### src/rtl/mbr_pkg.sv
`timescale 1ns/1ps
package mbr_pkg;
    typedef enum logic [2:0] {
        ST_IDLE,
        ST_PGSEL,
        ST_RDSEL,
        ST_RDARM,
        ST_STREAM,
        ST_XFER
    } seq_st_e;

    localparam logic [7:0] OP_PAGE  = 8'h00;
    localparam logic [7:0] OP_START = 8'h31;
    localparam logic [7:0] OP_PICK  = 8'h06;
    localparam logic [7:0] OP_GO    = 8'hE0;
endpackage

### src/rtl/mbr_strobe.sv
`timescale 1ns/1ps
module mbr_strobe (
    input  logic clk,
    input  logic rst_n,
    input  logic strb_n,
    output logic rise
);
    logic lvl_d, lvl_q;

    always_comb lvl_d = strb_n;

    always_ff @(posedge clk) begin
        if (!rst_n) lvl_q <= 1'b1;
        else        lvl_q <= lvl_d;
    end

    assign rise = strb_n & ~lvl_q;
endmodule

### src/rtl/mbr_array.sv
`timescale 1ns/1ps
module mbr_array #(
    parameter int BANK_W = 2,
    parameter int PAGE_W = 2,
    parameter int COL_W  = 3
) (
    input  logic                           clk,
    input  logic                           pre_we,
    input  logic [BANK_W-1:0]              pre_bank,
    input  logic [PAGE_W-1:0]              pre_page,
    input  logic [COL_W-1:0]               pre_col,
    input  logic [7:0]                     pre_data,
    input  logic [(2**BANK_W)*PAGE_W-1:0]  sel_page,
    output logic [(2**BANK_W)*(2**COL_W)*8-1:0] rows
);
    localparam int NB    = 2**BANK_W;
    localparam int COLS  = 2**COL_W;
    localparam int AW    = BANK_W + PAGE_W + COL_W;
    localparam int DEPTH = 2**AW;

    logic [7:0] mem_q [DEPTH];

    always_ff @(posedge clk) begin
        if (pre_we) mem_q[{pre_bank, pre_page, pre_col}] <= pre_data;
    end

    for (genvar b = 0; b < NB; b++) begin : g_bank
        localparam logic [BANK_W-1:0] BI = BANK_W'(b);
        logic [PAGE_W-1:0] pg;
        assign pg = sel_page[b*PAGE_W +: PAGE_W];
        for (genvar c = 0; c < COLS; c++) begin : g_col
            localparam logic [COL_W-1:0] CI = COL_W'(c);
            assign rows[(b*COLS + c)*8 +: 8] = mem_q[{BI, pg, CI}];
        end
    end
endmodule

### src/rtl/mbr_bank_regs.sv
`timescale 1ns/1ps
module mbr_bank_regs #(
    parameter int BANK_W = 2,
    parameter int COL_W  = 3
) (
    input  logic                                clk,
    input  logic                                rst_n,
    input  logic [(2**BANK_W)-1:0]              load,
    input  logic [(2**BANK_W)*(2**COL_W)*8-1:0] rows,
    input  logic [BANK_W-1:0]                   rd_bank,
    input  logic [COL_W-1:0]                    rd_col,
    output logic [7:0]                          rd_byte
);
    localparam int NB   = 2**BANK_W;
    localparam int COLS = 2**COL_W;
    localparam int ROWW = COLS*8;

    logic [ROWW-1:0] page_view [NB];

    for (genvar b = 0; b < NB; b++) begin : g_reg
        logic [ROWW-1:0] page_d, page_q;
        always_comb page_d = load[b] ? rows[b*ROWW +: ROWW] : page_q;
        always_ff @(posedge clk) begin
            if (!rst_n) page_q <= '0;
            else        page_q <= page_d;
        end
        assign page_view[b] = page_q;
    end

    logic [ROWW-1:0] cur_row;
    assign cur_row = page_view[rd_bank];
    assign rd_byte = cur_row[{rd_col, 3'b000} +: 8];
endmodule

### src/rtl/mbank_read_seq.sv
`timescale 1ns/1ps
module mbank_read_seq
    import mbr_pkg::*;
#(
    parameter int BANK_W = 2,
    parameter int PAGE_W = 2,
    parameter int COL_W  = 3,
    parameter int T_R    = 20
) (
    input  logic              clk,
    input  logic              rst_n,
    input  logic              cle,
    input  logic              ale,
    input  logic              we_n,
    input  logic              re_n,
    input  logic [7:0]        io_in,
    output logic [7:0]        io_out,
    output logic              io_oe,
    output logic              rdy,
    input  logic              pre_we,
    input  logic [BANK_W-1:0] pre_bank,
    input  logic [PAGE_W-1:0] pre_page,
    input  logic [COL_W-1:0]  pre_col,
    input  logic [7:0]        pre_data
);
    localparam int NB    = 2**BANK_W;
    localparam int COLS  = 2**COL_W;
    localparam int CNT_W = $clog2(T_R + 1);
    localparam logic [CNT_W-1:0] TLAST = CNT_W'(T_R - 1);

    typedef struct packed {
        seq_st_e                      st;
        logic [1:0]                   acnt;
        logic [COL_W-1:0]             col;
        logic [PAGE_W-1:0]            pg;
        logic [BANK_W-1:0]            bk;
        logic [NB-1:0]                pend;
        logic [NB-1:0][PAGE_W-1:0]    ppage;
        logic [CNT_W-1:0]             tcnt;
        logic [BANK_W-1:0]            rbank;
        logic [COL_W-1:0]             rcol;
    } ctl_t;

    ctl_t ctl_d, ctl_q;

    logic we_hit, re_hit, cmd_hit, addr_hit;
    logic [NB-1:0] load_v;
    logic [NB*COLS*8-1:0] arr_rows;
    logic [7:0] reg_byte;

    mbr_strobe u_we_edge (.clk(clk), .rst_n(rst_n), .strb_n(we_n), .rise(we_hit));
    mbr_strobe u_re_edge (.clk(clk), .rst_n(rst_n), .strb_n(re_n), .rise(re_hit));

    assign cmd_hit  = we_hit & cle & ~ale;
    assign addr_hit = we_hit & ale & ~cle;

    mbr_array #(.BANK_W(BANK_W), .PAGE_W(PAGE_W), .COL_W(COL_W)) u_array (
        .clk      (clk),
        .pre_we   (pre_we),
        .pre_bank (pre_bank),
        .pre_page (pre_page),
        .pre_col  (pre_col),
        .pre_data (pre_data),
        .sel_page (ctl_q.ppage),
        .rows     (arr_rows)
    );

    mbr_bank_regs #(.BANK_W(BANK_W), .COL_W(COL_W)) u_regs (
        .clk     (clk),
        .rst_n   (rst_n),
        .load    (load_v),
        .rows    (arr_rows),
        .rd_bank (ctl_q.rbank),
        .rd_col  (ctl_q.rcol),
        .rd_byte (reg_byte)
    );

    always_comb begin
        ctl_d  = ctl_q;
        load_v = '0;
        if (ctl_q.st == ST_XFER) begin
            // strobes are not looked at while the copy runs
            if (ctl_q.tcnt == TLAST) begin
                load_v     = ctl_q.pend;
                ctl_d.pend = '0;
                ctl_d.tcnt = '0;
                ctl_d.st   = ST_IDLE;
            end else begin
                ctl_d.tcnt = ctl_q.tcnt + 1'b1;
            end
        end else if (cmd_hit) begin
            // a command outranks a read strobe edge in the same cycle
            ctl_d.acnt = '0;
            if (ctl_q.st == ST_RDARM && io_in == OP_GO) begin
                ctl_d.st    = ST_STREAM;
                ctl_d.rbank = ctl_q.bk;
                ctl_d.rcol  = ctl_q.col;
            end else if (ctl_q.st == ST_IDLE || ctl_q.st == ST_STREAM) begin
                case (io_in)
                    OP_PAGE:  ctl_d.st = ST_PGSEL;
                    OP_PICK:  ctl_d.st = ST_RDSEL;
                    OP_START: ctl_d.st = (|ctl_q.pend) ? ST_XFER : ST_IDLE;
                    default:  ctl_d.st = ST_IDLE;
                endcase
            end else begin
                ctl_d.st = ST_IDLE;
            end
        end else if (addr_hit) begin
            if (ctl_q.st == ST_PGSEL || ctl_q.st == ST_RDSEL) begin
                case (ctl_q.acnt)
                    2'd0:    ctl_d.col = io_in[COL_W-1:0];
                    2'd1:    ctl_d.pg  = io_in[PAGE_W-1:0];
                    2'd2:    ctl_d.bk  = io_in[BANK_W-1:0];
                    default: ;
                endcase
                ctl_d.acnt = ctl_q.acnt + 1'b1;
                if (ctl_q.acnt == 2'd3) begin
                    if (ctl_q.st == ST_PGSEL) begin
                        ctl_d.pend[ctl_q.bk]  = 1'b1;
                        ctl_d.ppage[ctl_q.bk] = ctl_q.pg;
                        ctl_d.st              = ST_IDLE;
                    end else begin
                        ctl_d.st = ST_RDARM;
                    end
                end
            end else begin
                ctl_d.st = ST_IDLE;
            end
        end else if (re_hit && ctl_q.st == ST_STREAM) begin
            ctl_d.rcol = ctl_q.rcol + 1'b1;
        end
    end

    always_ff @(posedge clk) begin
        if (!rst_n) begin
            ctl_q    <= '0;
            ctl_q.st <= ST_IDLE;
        end else begin
            ctl_q <= ctl_d;
        end
    end

    assign rdy    = (ctl_q.st != ST_XFER);
    assign io_oe  = (ctl_q.st == ST_STREAM) && !re_n;
    assign io_out = (ctl_q.st == ST_STREAM) ? reg_byte : 8'h00;
endmodule

### config.mk
export PLATFORM = sky130hd
export DESIGN_NAME = mbank_read_seq
export DESIGN_NICKNAME = d
export VERILOG_FILES = /design/src/rtl/mbr_pkg.sv /design/src/rtl/mbr_strobe.sv /design/src/rtl/mbr_array.sv /design/src/rtl/mbr_bank_regs.sv /design/src/rtl/mbank_read_seq.sv
export SDC_FILE = /design/constraint.sdc
export NUM_CORES = 1
export LEC_CHECK = 0
export BUFFER_PORTS_ARGS = -buffer_cell sky130_fd_sc_hd__buf_2
export CORE_MARGIN = 1.5
export CORE_UTILIZATION = 57
export DETAILED_ROUTE_END_ITERATION = 6
export HOLD_SLACK_MARGIN = 0.15
export PLACE_DENSITY = 0.83
export SYNTH_ARGS = -nofsm -noshare
export SYNTH_HDL_FRONTEND = slang
export SYNTH_HIERARCHICAL = 1
export SYNTH_SLANG_ARGS = --single-unit
### constraint.sdc
create_clock -name clk -period 2.5 [get_ports clk]
set_input_delay 0.25 -clock clk [delete_from_list [all_inputs] [get_ports clk]]
set_output_delay 0.25 -clock clk [all_outputs]
set_load 0.005 [all_outputs]
[After elaboration in Yosys (flattened, before gate mapping)]
Memory sizes are Yosys's and may differ from the RTL's. A register that Yosys moved wholly into a read port is not among the register bits.
Index checks and enable logic that the tools add are counted.
Word-level totals
  bits in registers: 36
  bits in writable memories: 1024
  bits of input ports: 30
  word-level logic and storage cells: 153
  memories kept: 1
Cells by class
  $add $sub $neg: 3
  magnitude comparators: 3
  eq/ne operators: 18
  shift-type cells: 1
  multiplexer cells: 38
  bitwise operators: 14
  reduce and logical (&&, ||, !) cells: 60
Memories
  u_array.mem_q: words 128, width 8, read ports 32, clocked after Yosys merged registers in 32, wr ports 1, RTL line mbr_array.sv:21  | logic [7:0] mem_q [DEPTH];
Operator list (number)
  $bmux 64 s2: 1
  $mux 64: 2
  $shiftx 64x7->8: 1
  $mux 12: 3
  $mux 3: 12
  $logic_not 1->1: 33
  $mux 24: 1
  $mux 21: 1
  $mux 4: 4
  $reduce_and 5->1: 3
  $reduce_bool 2->1: 7
  $reduce_and 6->1: 2
  $mux 5: 2
  $pmux 3 s3: 1
  $reduce_and 3->1: 3
  $bwmux 8: 1
  $eq 8x3->1 const B: 1
  $eq 8x6->1 const B: 1
  $eq 8x8->1 const B: 1
  $logic_not 8->1: 1
  $mux 2: 4
  $mux 8: 1
  $and 1x1->1: 6
  $eq 3x2->1 const B: 2
  28 further kinds: 43

[Depth between registers and ports, before layout]
  depth after elaboration: 11
  depth in mapped cells: 8
  gate-level depth less buffers: 6

[By module]
The synthesis kept the hierarchy.
Modules (own cells, without submodules)
  mbr_array: instances 1, cells each 1522, area an instance 37708.7 µm², sequential area each 30749.5 µm²
  mbr_bank_regs: instances 1, cells each 931, area an instance 11498.5 µm², sequential area each 5124.9 µm²
  mbank_read_seq: instances 1, cells each 222, area an instance 1914.3 µm², sequential area each 680.7 µm²
  mbr_strobe: instances 2, cells each 3, area an instance 40.0 µm², sequential area each 20.0 µm²

[Least setup slack after synthesis]
No wires, ideal clock.
  kind: register to register
  start point: register ctl_q[5] (netlist bit)
  end point: register u_regs.g_reg[1].page_q[10] (read register of u_array.mem_q)
  library setup time: 0.117 ns
  data arrival time: 2.317 ns
  required time: 2.383 ns
  setup slack: 0.067 ns
  stages on the path, launching flop included: 9
  buffers on the path: 2
  clock period less this slack: 2.433 ns
  path through: dfxtp_1 ha_1 nor4bb_1 nor2b_1 and2_1 clkbuf_1 buf_1 mux2i_1 nor2b_1
On the way
  word-level cells in the longest chain between the ends: 3
Ends and longest elaborated chain
  start: declaration: RTL line mbank_read_seq.sv:44  | ctl_t ctl_d, ctl_q;
  start signal: assignment: RTL line mbank_read_seq.sv:139  | ctl_q <= ctl_d;
  $eq 5x5->1: RTL line mbank_read_seq.sv:83  | if (ctl_q.tcnt == TLAST) begin
  $mux 4: RTL line mbank_read_seq.sv:83
  $mux 4: RTL line mbank_read_seq.sv:81  | if (ctl_q.st == ST_XFER) begin
  via load_v[1]: RTL line mbank_read_seq.sv:47  | logic [NB-1:0] load_v;
  end: declaration: RTL line mbr_bank_regs.sv:21  | logic [ROWW-1:0] page_d, page_q;
The timed path passes the listed nets, and every way through them passes these cells.
A chain may end at the register's enable or synchronous reset.

[Worst setup path after layout]
  start point: register ctl_q[0] (netlist bit)
  end point: output io_out[3]
On the way
  word-level cells in the longest chain between the ends: 2
Ends and longest elaborated chain
  $shiftx 64x7->8: RTL line mbr_bank_regs.sv:32  | assign rd_byte = cur_row[{rd_col, 3'b000} +: 8];
  via reg_byte[3]: RTL line mbank_read_seq.sv:49  | logic [7:0] reg_byte;
  $mux 8: RTL line mbank_read_seq.sv:145  | assign io_out = (ctl_q.st == ST_STREAM) ? reg_byte : 8'h00;
  end: declaration: RTL line mbank_read_seq.sv:17  | output logic [7:0] io_out,
The timed path passes the listed nets, and every way through them passes these cells.

==> results.py <==
metrics = {
    "yosys": {
        "synth_area_um2": 51200,
        "synth_seq_area_share_pct": 71.5,
        "synth_cell_types": 60,
        "synth_cells": 2681,
        "yosysWarnings": 6,
        "async_flop_share_pct": 0,
        "synth.avg_cell_area_um2": 19.1,
        "synth-seq-cells": 1316,
        "synthesis.nets": 2717,
        "synth_flop_cell": "edfxtp_1",
        "synth_edf_count": 1024,
    },
    "cts": {
        "clock_latency_ns": 0.71,
        "numCtsBuffers": 118,
        "cts_root_buffer": "clkbuf_16",
        "cts.reportedPaths.clkPinSlew_ns": 0.06,
        "cts_tree": "built",
        "htreeDepth": 3,
        "cts_sinks": 1316,
        "clockBufferDepth": 3,
    },
    "global_route": {
        "grt_pass1_vias": 27600,
        "grt_max_degree": 129,
        "track_usage_pct": 28.5,
        "grt_first_pass_wirelength_um": 188000,
        "antenna_found_initial": 6,
        "grt_overflow": 0,
    },
    "timing": {
        "setup-violations-final": 8,
        "rsz0062_at_grt": "yes",
        "max_freq_mhz": 302,
        "tns_ns": -6.33,
        "skew_ns": 0.0299,
        "finalCriticalPeriod_ns": 3.31,
        "worstMarginPinSlew_ns": 0.776,
        "relSlewSlack_pct": 48.3,
        "hold_ws_ns": 0.182,
        "hold_viol_final": 0,
        "finalCritPeriodShare_pct": 133,
        "slew_viol_final": 0,
        "setup_ws_ns": -0.813,
    },
    "outcome": {
        "violations": "DRC, setup timing",
        "status": "finished with violations",
    },
    "power_and_ir_drop": {
        "vdd_ir_drop_max_v": 0.000540,
        "cellLeakagePower_nw": 18.1,
        "finalPower_mw": 42.4,
        "power.density_nw_per_um2": 720,
    },
    "setup_path": {
        "cp_max_fo": 8,
        "critPathLaunchType": "flop",
        "worstPathArrival_ns": 3.06,
        "critical-path-top-delay-family": "multiplexers",
        "crit_required_ns": 2.25,
        "cp-end-kind": "output pin",
        "cp_cell_sequence": "buf_12 -> buf_12 -> mux4_2 -> mux4_2 -> mux2_4 -> and2_4 -> buf_6",
        "cp_slowest_cell": "mux4_2",
        "crit_buf_inv": 3,
        "crit_type": "flop to output pin",
        "slowest_delay_ns": 0.57,
    },
    "finish": {
        "syn2layout_area_growth_pct": 15.0,
        "final_nets": 2993,
        "drive_gt1_share_pct": 27.9,
        "layout_commonest_cell": "edfxtp_1",
        "final_cell_mix": "1024 x edfxtp_1, 336 x mux4_2, 282 x dfxtp_1",
        "finalNonFillerCells": 4228,
        "fillers": 5352,
        "final_util_pct": 66.4,
    },
    "min_path": {
        "hold_path.class": "primary input to flop",
    },
    "drt": {
        "drc_errors": 21,
        "antenna_left": 0,
        "via_per_inst": 6.48,
        "drt_first_pass_iters": 7,
        "totalWireLength_um": 129000,
        "drt_iter0_drc": 3805,
        "vias": 27400,
        "routedWlPerCell_um": 30.4,
    },
    "floorplanning": {
        "die_width_um": 303,
        "initial_utilization_pct": 57.8,
        "die_area_um2": 91600,
        "core_area_um2": 88600,
        "ios": 40,
        "row_count": 109,
        "die_h_um": 303,
    },
    "run": {
        "maxCapViolCount": 0,
    },
    "place": {
        "dp_hpwl_um": 81600,
        "io_buffers": 39,
        "gp_routability_congestion": 0.970,
        "place_inst": 3964,
    },
}
## cell type report
| class | count | area (um^2) | area share (%) |
|---|---|---|---|
| sequential | 1316 | 36600 | 62.2 |
| multi-input combinational | 1192 | 13900 | 23.6 |
| clock buffer | 167 | 3280 | 5.57 |
| timing repair buffer | 325 | 3050 | 5.19 |
| tap | 1165 | 1460 | 2.48 |
| clock inverter | 57 | 549 | 0.933 |
| inverter | 4 | 15.0 | 0.0255 |
| antenna | 2 | 5.00 | 0.00850 |
## worst register-to-register path, stage by stage, from the launching register on
cell           delay [ns]
dfxtp_1              0.33
nor2b_4              0.19
nand3b_1             0.26
nor4_4               0.45
dlygate4sd3_1        0.79
mux2i_1              0.26
nor2b_1              0.06
## synth_stat cells, types with 2 or more instances
library cell	number	area, um^2
edfxtp_1	1024	30700
mux4_2	336	7570
dfxtp_1	292	5850
nor2b_1	275	1720
mux2i_1	271	2710
nor2_1	128	480
clkbuf_1	71	267
buf_1	40	150
buf_2	35	175
nand2_1	27	101
buf_4	16	120
and2_1	12	75.1
nand4bb_1	10	113
a21boi_0	9	67.6
nand3_1	9	45.0
nand4b_1	9	78.8
a21oi_1	8	40.0
mux2_2	8	90.1
nor3_1	8	40.0
nand3b_1	7	52.6
ha_1	6	75.1
nand2b_1	6	37.5
o21ai_0	6	30.0
a31oi_1	5	31.3
nor4_1	5	31.3
clkbuf_2	4	20.0
inv_1	4	15.0
or4b_1	4	40.0
buf_6	3	33.8
nand4_1	3	18.8
nor3_2	3	30.0
nor3b_1	3	22.5
and3b_1	2	17.5
nor2b_4	2	27.5
nor4b_1	2	17.5
or4_1	2	15.0
or4b_4	2	27.5
xnor2_1	2	17.5
## timing repair
action	in CTS	in global routing
setup endpoints to repair	8	10
setup buffers	5	3
hold endpoints to repair	172	4
hold buffers	26	1
gates resized for setup	26	4
cloned	4	0
pin swaps	0	1
## layer usage
metal / wire length [um] / up-vias / GRT usage [%]
met5: 0 / - / 0
met4: 5660 / 0 / 11.8
met1: 47100 / 14200 / 38.9
met2: 61400 / 1753 / 44.8
li1: - / 11100 / -
met3: 14500 / 299 / 6.52
## report_power, final
| part | internal, mW | total, mW | switching (mW) |
|---|---|---|---|
| Sequential | 23.6 | 23.6 | 0.0199 |
| Clock | 9.99 | 17.9 | 7.93 |
| Combinational | 0.238 | 0.815 | 0.577 |
## stage by stage
step | setup WS (ns) | instance area (um^2)
2_1_floorplan | 0.0669 | 51200
3_3_place_gp | -0.0821 | 54500
3_5_place_dp | -0.105 | 54500
4_1_cts | -0.804 | 58800
5_1_grt | -0.838 | 58900
6_report | -0.813 | 58900
## flip-flops by register name (all words and copies together), names as in the netlist, named ones only
name / cells
u_we_edge/lvl_q: 1
u_regs/g.page_q: 256
u_array/mem_q: 1024
ctl_q: 26
u_re_edge/lvl_q: 1
## cell families after synthesis
logic type	Yosys count	synth area share [%]
adders and majority gates	6	0.147
DFF	1316	71.5
and+or+nand+nor	529	6.03
AOI/OAI and AO/OA	39	0.518
buffers and inverters	173	1.52
muxes	615	20.3
xor gates and xnor gates	3	0.0513
## worst paths after layout
path	startpoint	to	slack, ns	depth (start not counted)
worst max-delay path	ctl_q[0]	io_out[3]	-0.81	7
worst max register to register	u_we_edge/lvl_q	ctl_q[4]	0.06	6
worst min-delay path	pre_data[2]	u_array/mem_q[31][2]	0.18	2
worst min register to register	ctl_q[28]	ctl_q[28]	0.48	2
(Power assumes the default switching activity.)
